`config.mk`:
```
export PLATFORM = sky130hd
export DESIGN_NAME = ctl_frame_rx
export DESIGN_NICKNAME = d
export VERILOG_FILES = /design/src/rtl/cfr_pkg.sv /design/src/rtl/cfr_sync.sv /design/src/rtl/cfr_shift.sv /design/src/rtl/cfr_decode.sv /design/src/rtl/ctl_frame_rx.sv
export SDC_FILE = /design/constraint.sdc
export NUM_CORES = 1
export LEC_CHECK = 0
export ABC_AREA = 1
export ABC_CLOCK_PERIOD_IN_PS = 1750
export BUFFER_PORTS_ARGS = -buffer_cell sky130_fd_sc_hd__buf_4
export CORE_ASPECT_RATIO = 1.5
export CORE_MARGIN = 10
export CORE_UTILIZATION = 51
export CTS_CLUSTER_SIZE = 10
export DETAILED_ROUTE_END_ITERATION = 8
export PLACE_DENSITY = 0.73
export SLEW_MARGIN = 20
export SYNTH_ARGS = -nofsm -noshare
export SYNTH_HDL_FRONTEND = slang
export SYNTH_SLANG_ARGS = --single-unit
```
`constraint.sdc`:
```
create_clock -name clk -period 1.75 [get_ports clk]
set_input_delay 0.0875 -clock clk [delete_from_list [all_inputs] [get_ports clk]]
set_output_delay 0.0875 -clock clk [all_outputs]
set_load 0.01 [all_outputs]
```
`src/rtl/cfr_pkg.sv`:
```
`timescale 1ns/1ps
package cfr_pkg;
  localparam int FRAME_W = 36;

  typedef struct packed {
    logic [1:0] ign;
    logic [1:0] isel;
    logic       loud;
    logic [3:0] crs1;
    logic [2:0] fin1;
    logic [3:0] crs2;
    logic [2:0] fin2;
    logic [2:0] bmag;
    logic       bsgn;
    logic [2:0] mmag;
    logic       msgn;
    logic [2:0] tmag;
    logic       tsgn;
    logic [3:0] flvl;
    logic       fsel;
  } frame_t;

  localparam logic signed [7:0] DB_MUTE = -8'sd128;
  localparam logic [3:0] CRS_MIN_LIVE = 4'd5;

  function automatic logic signed [7:0] att_db(input logic [3:0] c, input logic [2:0] f);
    logic [7:0] steps;
    if (c < CRS_MIN_LIVE) return DB_MUTE;
    steps = {1'b0, ~c, 3'b000} + {5'b0, ~f};
    return -$signed(steps);
  endfunction

  function automatic logic signed [4:0] tone_db(input logic [2:0] m, input logic s);
    logic signed [4:0] mag;
    mag = (m == 3'd7) ? 5'sd15 : $signed({1'b0, m, 1'b0});
    return s ? mag : -mag;
  endfunction

  function automatic logic signed [7:0] fade_db(input logic [3:0] l);
    case (l)
      4'd11:   return -8'sd25;
      4'd12:   return -8'sd35;
      4'd13:   return -8'sd45;
      4'd14:   return -8'sd60;
      4'd15:   return DB_MUTE;
      default: return -$signed({3'b0, l, 1'b0});
    endcase
  endfunction
endpackage

```
`src/rtl/cfr_sync.sv`:
```
`timescale 1ns/1ps
module cfr_sync #(
  parameter int W      = 3,
  parameter int STAGES = 2
) (
  input  logic         clk,
  input  logic         rst_n,
  input  logic [W-1:0] din,
  output logic [W-1:0] lvl,
  output logic [W-1:0] rise,
  output logic [W-1:0] fall
);
  logic [W-1:0] st [STAGES];
  logic [W-1:0] prev;

  generate
    for (genvar i = 0; i < STAGES; i++) begin : g_st
      always_ff @(posedge clk or negedge rst_n) begin
        if (!rst_n) st[i] <= '0;
        else if (i == 0) st[i] <= din;
        else st[i] <= st[(i == 0) ? 0 : i-1];
      end
    end
  endgenerate

  always_ff @(posedge clk or negedge rst_n) begin
    if (!rst_n) prev <= '0;
    else prev <= st[STAGES-1];
  end

  assign lvl  = st[STAGES-1];
  assign rise = st[STAGES-1] & ~prev;
  assign fall = ~st[STAGES-1] & prev;
endmodule

```
`src/rtl/cfr_shift.sv`:
```
`timescale 1ns/1ps
module cfr_shift #(
  parameter int FRAME_W = 36,
  localparam int CNT_W  = $clog2(FRAME_W + 2)
) (
  input  logic               clk,
  input  logic               rst_n,
  input  logic               en_lvl,
  input  logic               en_rise,
  input  logic               en_fall,
  input  logic               sck_rise,
  input  logic               dat,
  output logic [FRAME_W-1:0] stage,
  output logic               stb,
  output logic               err
);
  localparam logic [CNT_W-1:0] CNT_FULL = CNT_W'(FRAME_W);
  localparam logic [CNT_W-1:0] CNT_MAX  = '1;

  logic [FRAME_W-1:0] sh;
  logic [CNT_W-1:0]   cnt;

  always_ff @(posedge clk or negedge rst_n) begin
    if (!rst_n) begin
      sh    <= '0;
      cnt   <= '0;
      stage <= '0;
      stb   <= 1'b0;
      err   <= 1'b0;
    end else begin
      stb <= 1'b0;
      err <= 1'b0;
      if (en_fall) begin
        if (cnt == CNT_FULL) begin
          stage <= sh;
          stb   <= 1'b1;
        end else begin
          err <= 1'b1;
        end
        cnt <= '0;
      end else if (en_rise) begin
        cnt <= '0;
      end else if (en_lvl && sck_rise) begin
        sh <= {sh[FRAME_W-2:0], dat};
        if (cnt != CNT_MAX) cnt <= cnt + 1'b1;
      end
    end
  end
endmodule

```
`src/rtl/cfr_decode.sv`:
```
`timescale 1ns/1ps
module cfr_decode
  import cfr_pkg::*;
(
  input  frame_t            f,
  output logic [3:0]        src_pick,
  output logic              loud_on,
  output logic [3:0]        vol1_crs,
  output logic [2:0]        vol1_fin,
  output logic [3:0]        vol2_crs,
  output logic [2:0]        vol2_fin,
  output logic signed [7:0] att1_db,
  output logic signed [7:0] att2_db,
  output logic signed [4:0] bass_db,
  output logic signed [4:0] mid_db,
  output logic signed [4:0] treb_db,
  output logic signed [7:0] fade_db,
  output logic              fade_front
);
  always_comb begin
    src_pick = 4'b0001 << f.isel;
    loud_on  = f.loud;
    vol1_crs = f.crs1;
    vol1_fin = f.fin1;
    vol2_crs = f.crs2;
    vol2_fin = f.fin2;
    att1_db  = att_db(f.crs1, f.fin1);
    att2_db  = att_db(f.crs2, f.fin2);
    bass_db  = tone_db(f.bmag, f.bsgn);
    mid_db   = tone_db(f.mmag, f.msgn);
    treb_db  = tone_db(f.tmag, f.tsgn);
    fade_db  = cfr_pkg::fade_db(f.flvl);
    fade_front = f.fsel;
  end
endmodule

```
`src/rtl/ctl_frame_rx.sv`:
```
`timescale 1ns/1ps
module ctl_frame_rx
  import cfr_pkg::*;
#(
  parameter int SYNC_STAGES = 2
) (
  input  logic        clk,
  input  logic        rst_n,
  input  logic        ser_dat,
  input  logic        ser_clk,
  input  logic        ser_en,
  output logic [3:0]  src_pick,
  output logic        loud_on,
  output logic [3:0]  vol1_crs,
  output logic [2:0]  vol1_fin,
  output logic [3:0]  vol2_crs,
  output logic [2:0]  vol2_fin,
  output logic [7:0]  att1_db,
  output logic [7:0]  att2_db,
  output logic [4:0]  bass_db,
  output logic [4:0]  mid_db,
  output logic [4:0]  treb_db,
  output logic [7:0]  fade_db,
  output logic        fade_front,
  output logic        frame_stb,
  output logic        frame_err
);
  localparam int DAT = 0, SCK = 1, EN = 2;

  logic [2:0] s_lvl, s_rise, s_fall;
  logic [FRAME_W-1:0] stage;

  cfr_sync #(.W(3), .STAGES(SYNC_STAGES)) u_sync (
    .clk(clk), .rst_n(rst_n), .din({ser_en, ser_clk, ser_dat}),
    .lvl(s_lvl), .rise(s_rise), .fall(s_fall)
  );

  cfr_shift #(.FRAME_W(FRAME_W)) u_shift (
    .clk(clk), .rst_n(rst_n),
    .en_lvl(s_lvl[EN]), .en_rise(s_rise[EN]), .en_fall(s_fall[EN]),
    .sck_rise(s_rise[SCK]), .dat(s_lvl[DAT]),
    .stage(stage), .stb(frame_stb), .err(frame_err)
  );

  cfr_decode u_dec (
    .f(frame_t'(stage)),
    .src_pick(src_pick), .loud_on(loud_on),
    .vol1_crs(vol1_crs), .vol1_fin(vol1_fin),
    .vol2_crs(vol2_crs), .vol2_fin(vol2_fin),
    .att1_db(att1_db), .att2_db(att2_db),
    .bass_db(bass_db), .mid_db(mid_db), .treb_db(treb_db),
    .fade_db(fade_db), .fade_front(fade_front)
  );
endmodule

```
==> flow_summary.ini <==
[global_route]
grt_util_all_layers_pct = 14.81
grt_pass1_vias = 3712
grt_most_used_layer = met2
met3_usage_pct = 3.631
grt_pass1_wl_um = 15770
gr-total-overflow = 0
met2_usage_pct = 27.27
grt_max_degree = 69
antenna_found_initial = 0
met1_usage_pct = 15.15

[status]
status = complete, but fails checks
violations = setup timing

[synth]
ys.flop_type = dfrtp_1
synth_enable_flop_cells = 0
synth_warnings = 0
synth.area.top_cells = dfrtp_1 (47%), nand2_1 (12%), ha_1 (9.0%), inv_1 (7.5%), o21ai_0 (5.9%)
ys_types = 21
yosys.area_share.simple_pct = 18.31
async_flop_share_pct = 100.0
synth-compound-area-share_pct = 11.71
synth_nets = 584
synth.top_cell.area_share_pct = 47.39
avgSynthCellArea_um2 = 8.109
syn-cell-area_mm2 = 0.004436
synth_xor_area_share_pct = 0.9873
synthCells = 547
synth_top_area_cell = dfrtp_1
ys_seq_area_share_pct = 47.39
synth_top_family_by_area = simple AND/OR/NAND/NOR gates
synth_mux_area_share_pct = 0
synth_seq_cells = 84
synthAdderAreaFrac_pct = 9.027

[setup_path]
cp_max_fo = 3
path_cells = inv_4, ha_4, nor2_4, o21ai_2, nand2_2, nand2_1, nand2_1, nor2_1, buf_4
r2r_slack_ps = 230
cp-start-kind = flop
worstPathArrival_ps = 1740
critPathKind = flop to output pin
crit_path_max_incr_delay_ps = 410
end_kind = output pin
slowest_stage = dfrtp_1
r2r_cells = 6
worstPathRequired_ps = 1660
r2r_end = u_shift.cnt[3]
worst_path_most_repeated_cell = nand2_1
reg2reg_from = u_shift.cnt[0]

[pwr]
power.total_mw = 4.373
p_leak_nw = 2.862
power_density_mw_per_mm2 = 752.5
irDropWorstVdd_mv = 0.7099

[placed_design]
hpwl_um = 6289
placed_cells = 696
routabilityCongestion = 0.8534
io_buffer_count = 65
dp_slack_ps = 54.69

[drt]
vias_per_cell = 5.003
dr.pass1.iters = 4
num_vias = 3742
post-route-drc-count = 0
drt_iter0_markers = 168
drt-wirelength-per-cell_um = 13.13
wl_um = 9818
ant_nets = 0

[sta]
slew_viol_final = 0
period_needed_ps = 1824
worst_slew_pin_slew_ps = 506.1
setup_ws_ps = -73.86
min_period_over_period_pct = 104.2
fin_skew_ps = 4.030
finalSetupViolations = 7
fmaxAchievable_mhz = 548.3
finalHoldViolCount = 0
max-slew-margin-rel_pct = 66.26
rsz0062_at_grt = yes

[floorplanning]
fp.dieW_um = 96.15
die_y_um = 134.2
core_mm2 = 0.008464
ios = 66
design.die.area_mm2 = 0.01290
initial_utilization_pct = 52.40
rows = 41

[clocking]
cts_tree = done
cts_sinks = 84
clk_pin_slew_worst_paths_ps = 60
clock-root-buffer = clkbuf_16
clk_path_buf_depth = 2
cts_made_buffers = 9
insertion_delay_ps = 330
htreeDepth = 3

[finish]
stdcell_count = 748
syn_to_final_growth_pct = 31.00
nets = 673
final_cell_mix = nand2_1 (135), buf_4 (98), dfrtp_1 (78)
final_util_pct = 68.65
drive_above_1_share_pct = 28.71
antenna_cells = 0
final_common_cell = nand2_1

[hold_path]
hold_path_class = input port to asynchronous set/reset pin

[job]
maxCapViolCount = 0
[Yosys cell counts (4+ instances only)]
| cell type | number |
|---|---|
| nand3_1 | 11 |
| buf_6 | 6 |
| ha_1 | 32 |
| a21oi_1 | 14 |
| clkbuf_1 | 6 |
| buf_4 | 16 |
| xor2_1 | 5 |
| nand4_1 | 6 |
| dfrtp_1 | 84 |
| inv_1 | 89 |
| nand2_1 | 141 |
| o21ai_0 | 52 |
| o21ai_1 | 27 |
| nor2_1 | 44 |
| o21ai_2 | 4 |
[flip-flops by register name, summed over array words and instances (netlist names)]
| signal | cells |
|---|---|
| u_shift.sh | 34 |
| u_shift.cnt | 6 |
| u_shift.stage | 34 |
| u_sync.lvl | 3 |
| u_sync.st | 3 |
| u_sync.prev | 2 |
| u_shift.stb | 1 |
| u_shift.err | 1 |
[final cells by class]
type	instances	area [µm²]
inverters	90	342.8
repair buffers	108	869.6
well taps	107	133.9
clock buffers	13	270.3
multi-input cells	343	2017
clock inverters	3	67.56
flip-flops and latches	84	2110
fillers	630	2654
[layer usage]
| metal | share of wire (%) | vias up |
|---|---|---|
| met5 | 0 | - |
| met4 | 2.2 | 0 |
| met3 | 4.7 | 22 |
| met2 | 55 | 82 |
| met1 | 39 | 1766 |
| li1 | - | 1872 |
[timing repair]
item                       in CTS  in global routing
pin swaps                      19                 30
hold buffers                    4                  0
setup endpoints to repair      12                 20
gates resized for setup        35                 40
setup buffers                  22                 11
hold endpoints to repair       40                  0
[critical path, delay by kind of cell (launching register included)]
kind	cells	cell delay, ps
adder cells (fa/ha/maj)	1	290
flip-flops	1	410
AND/OR/NAND/NOR	5	350
AO/OA/AOI/OAI	1	130
buffers and inverters	2	210
[cells by family after synthesis]
family	after synthesis
compound gates	100
xor+xnor	5
fa+ha+maj	32
buf+inv	120
flops	84
simple gates	206
[power by group]
group	internal (mW)	total, mW	switching [mW]
sequential	2.01	2.07	0.0615
clock	1.37	2.07	0.709
combinational	0.0799	0.223	0.143
[worst max path at each step]
stage                      startpoint  depth (start not counted)         end
floorplan            u_shift.stage[1]                          7  fade_db[6]
global placement     u_shift.stage[1]                          8  fade_db[6]
detailed placement   u_shift.stage[1]                          8  fade_db[6]
CTS                 u_shift.stage[25]                         10  att1_db[5]
global route        u_shift.stage[17]                         10  att2_db[5]
finish              u_shift.stage[27]                          9  att1_db[5]
[per-stage QoR]
step / hold slack, ps / TNS, ps / instance area [µm²]
CTS: 279.6 / -118.9 / 5612
global placement: 89.77 / 0 / 4930
global route: 329.8 / -1151 / 5811
detailed placement: 97.58 / 0 / 4930
floorplan: -208.1 / 0 / 4436
finish: 262.4 / -279.2 / 5811
Power figures use the tool's default switching activity.
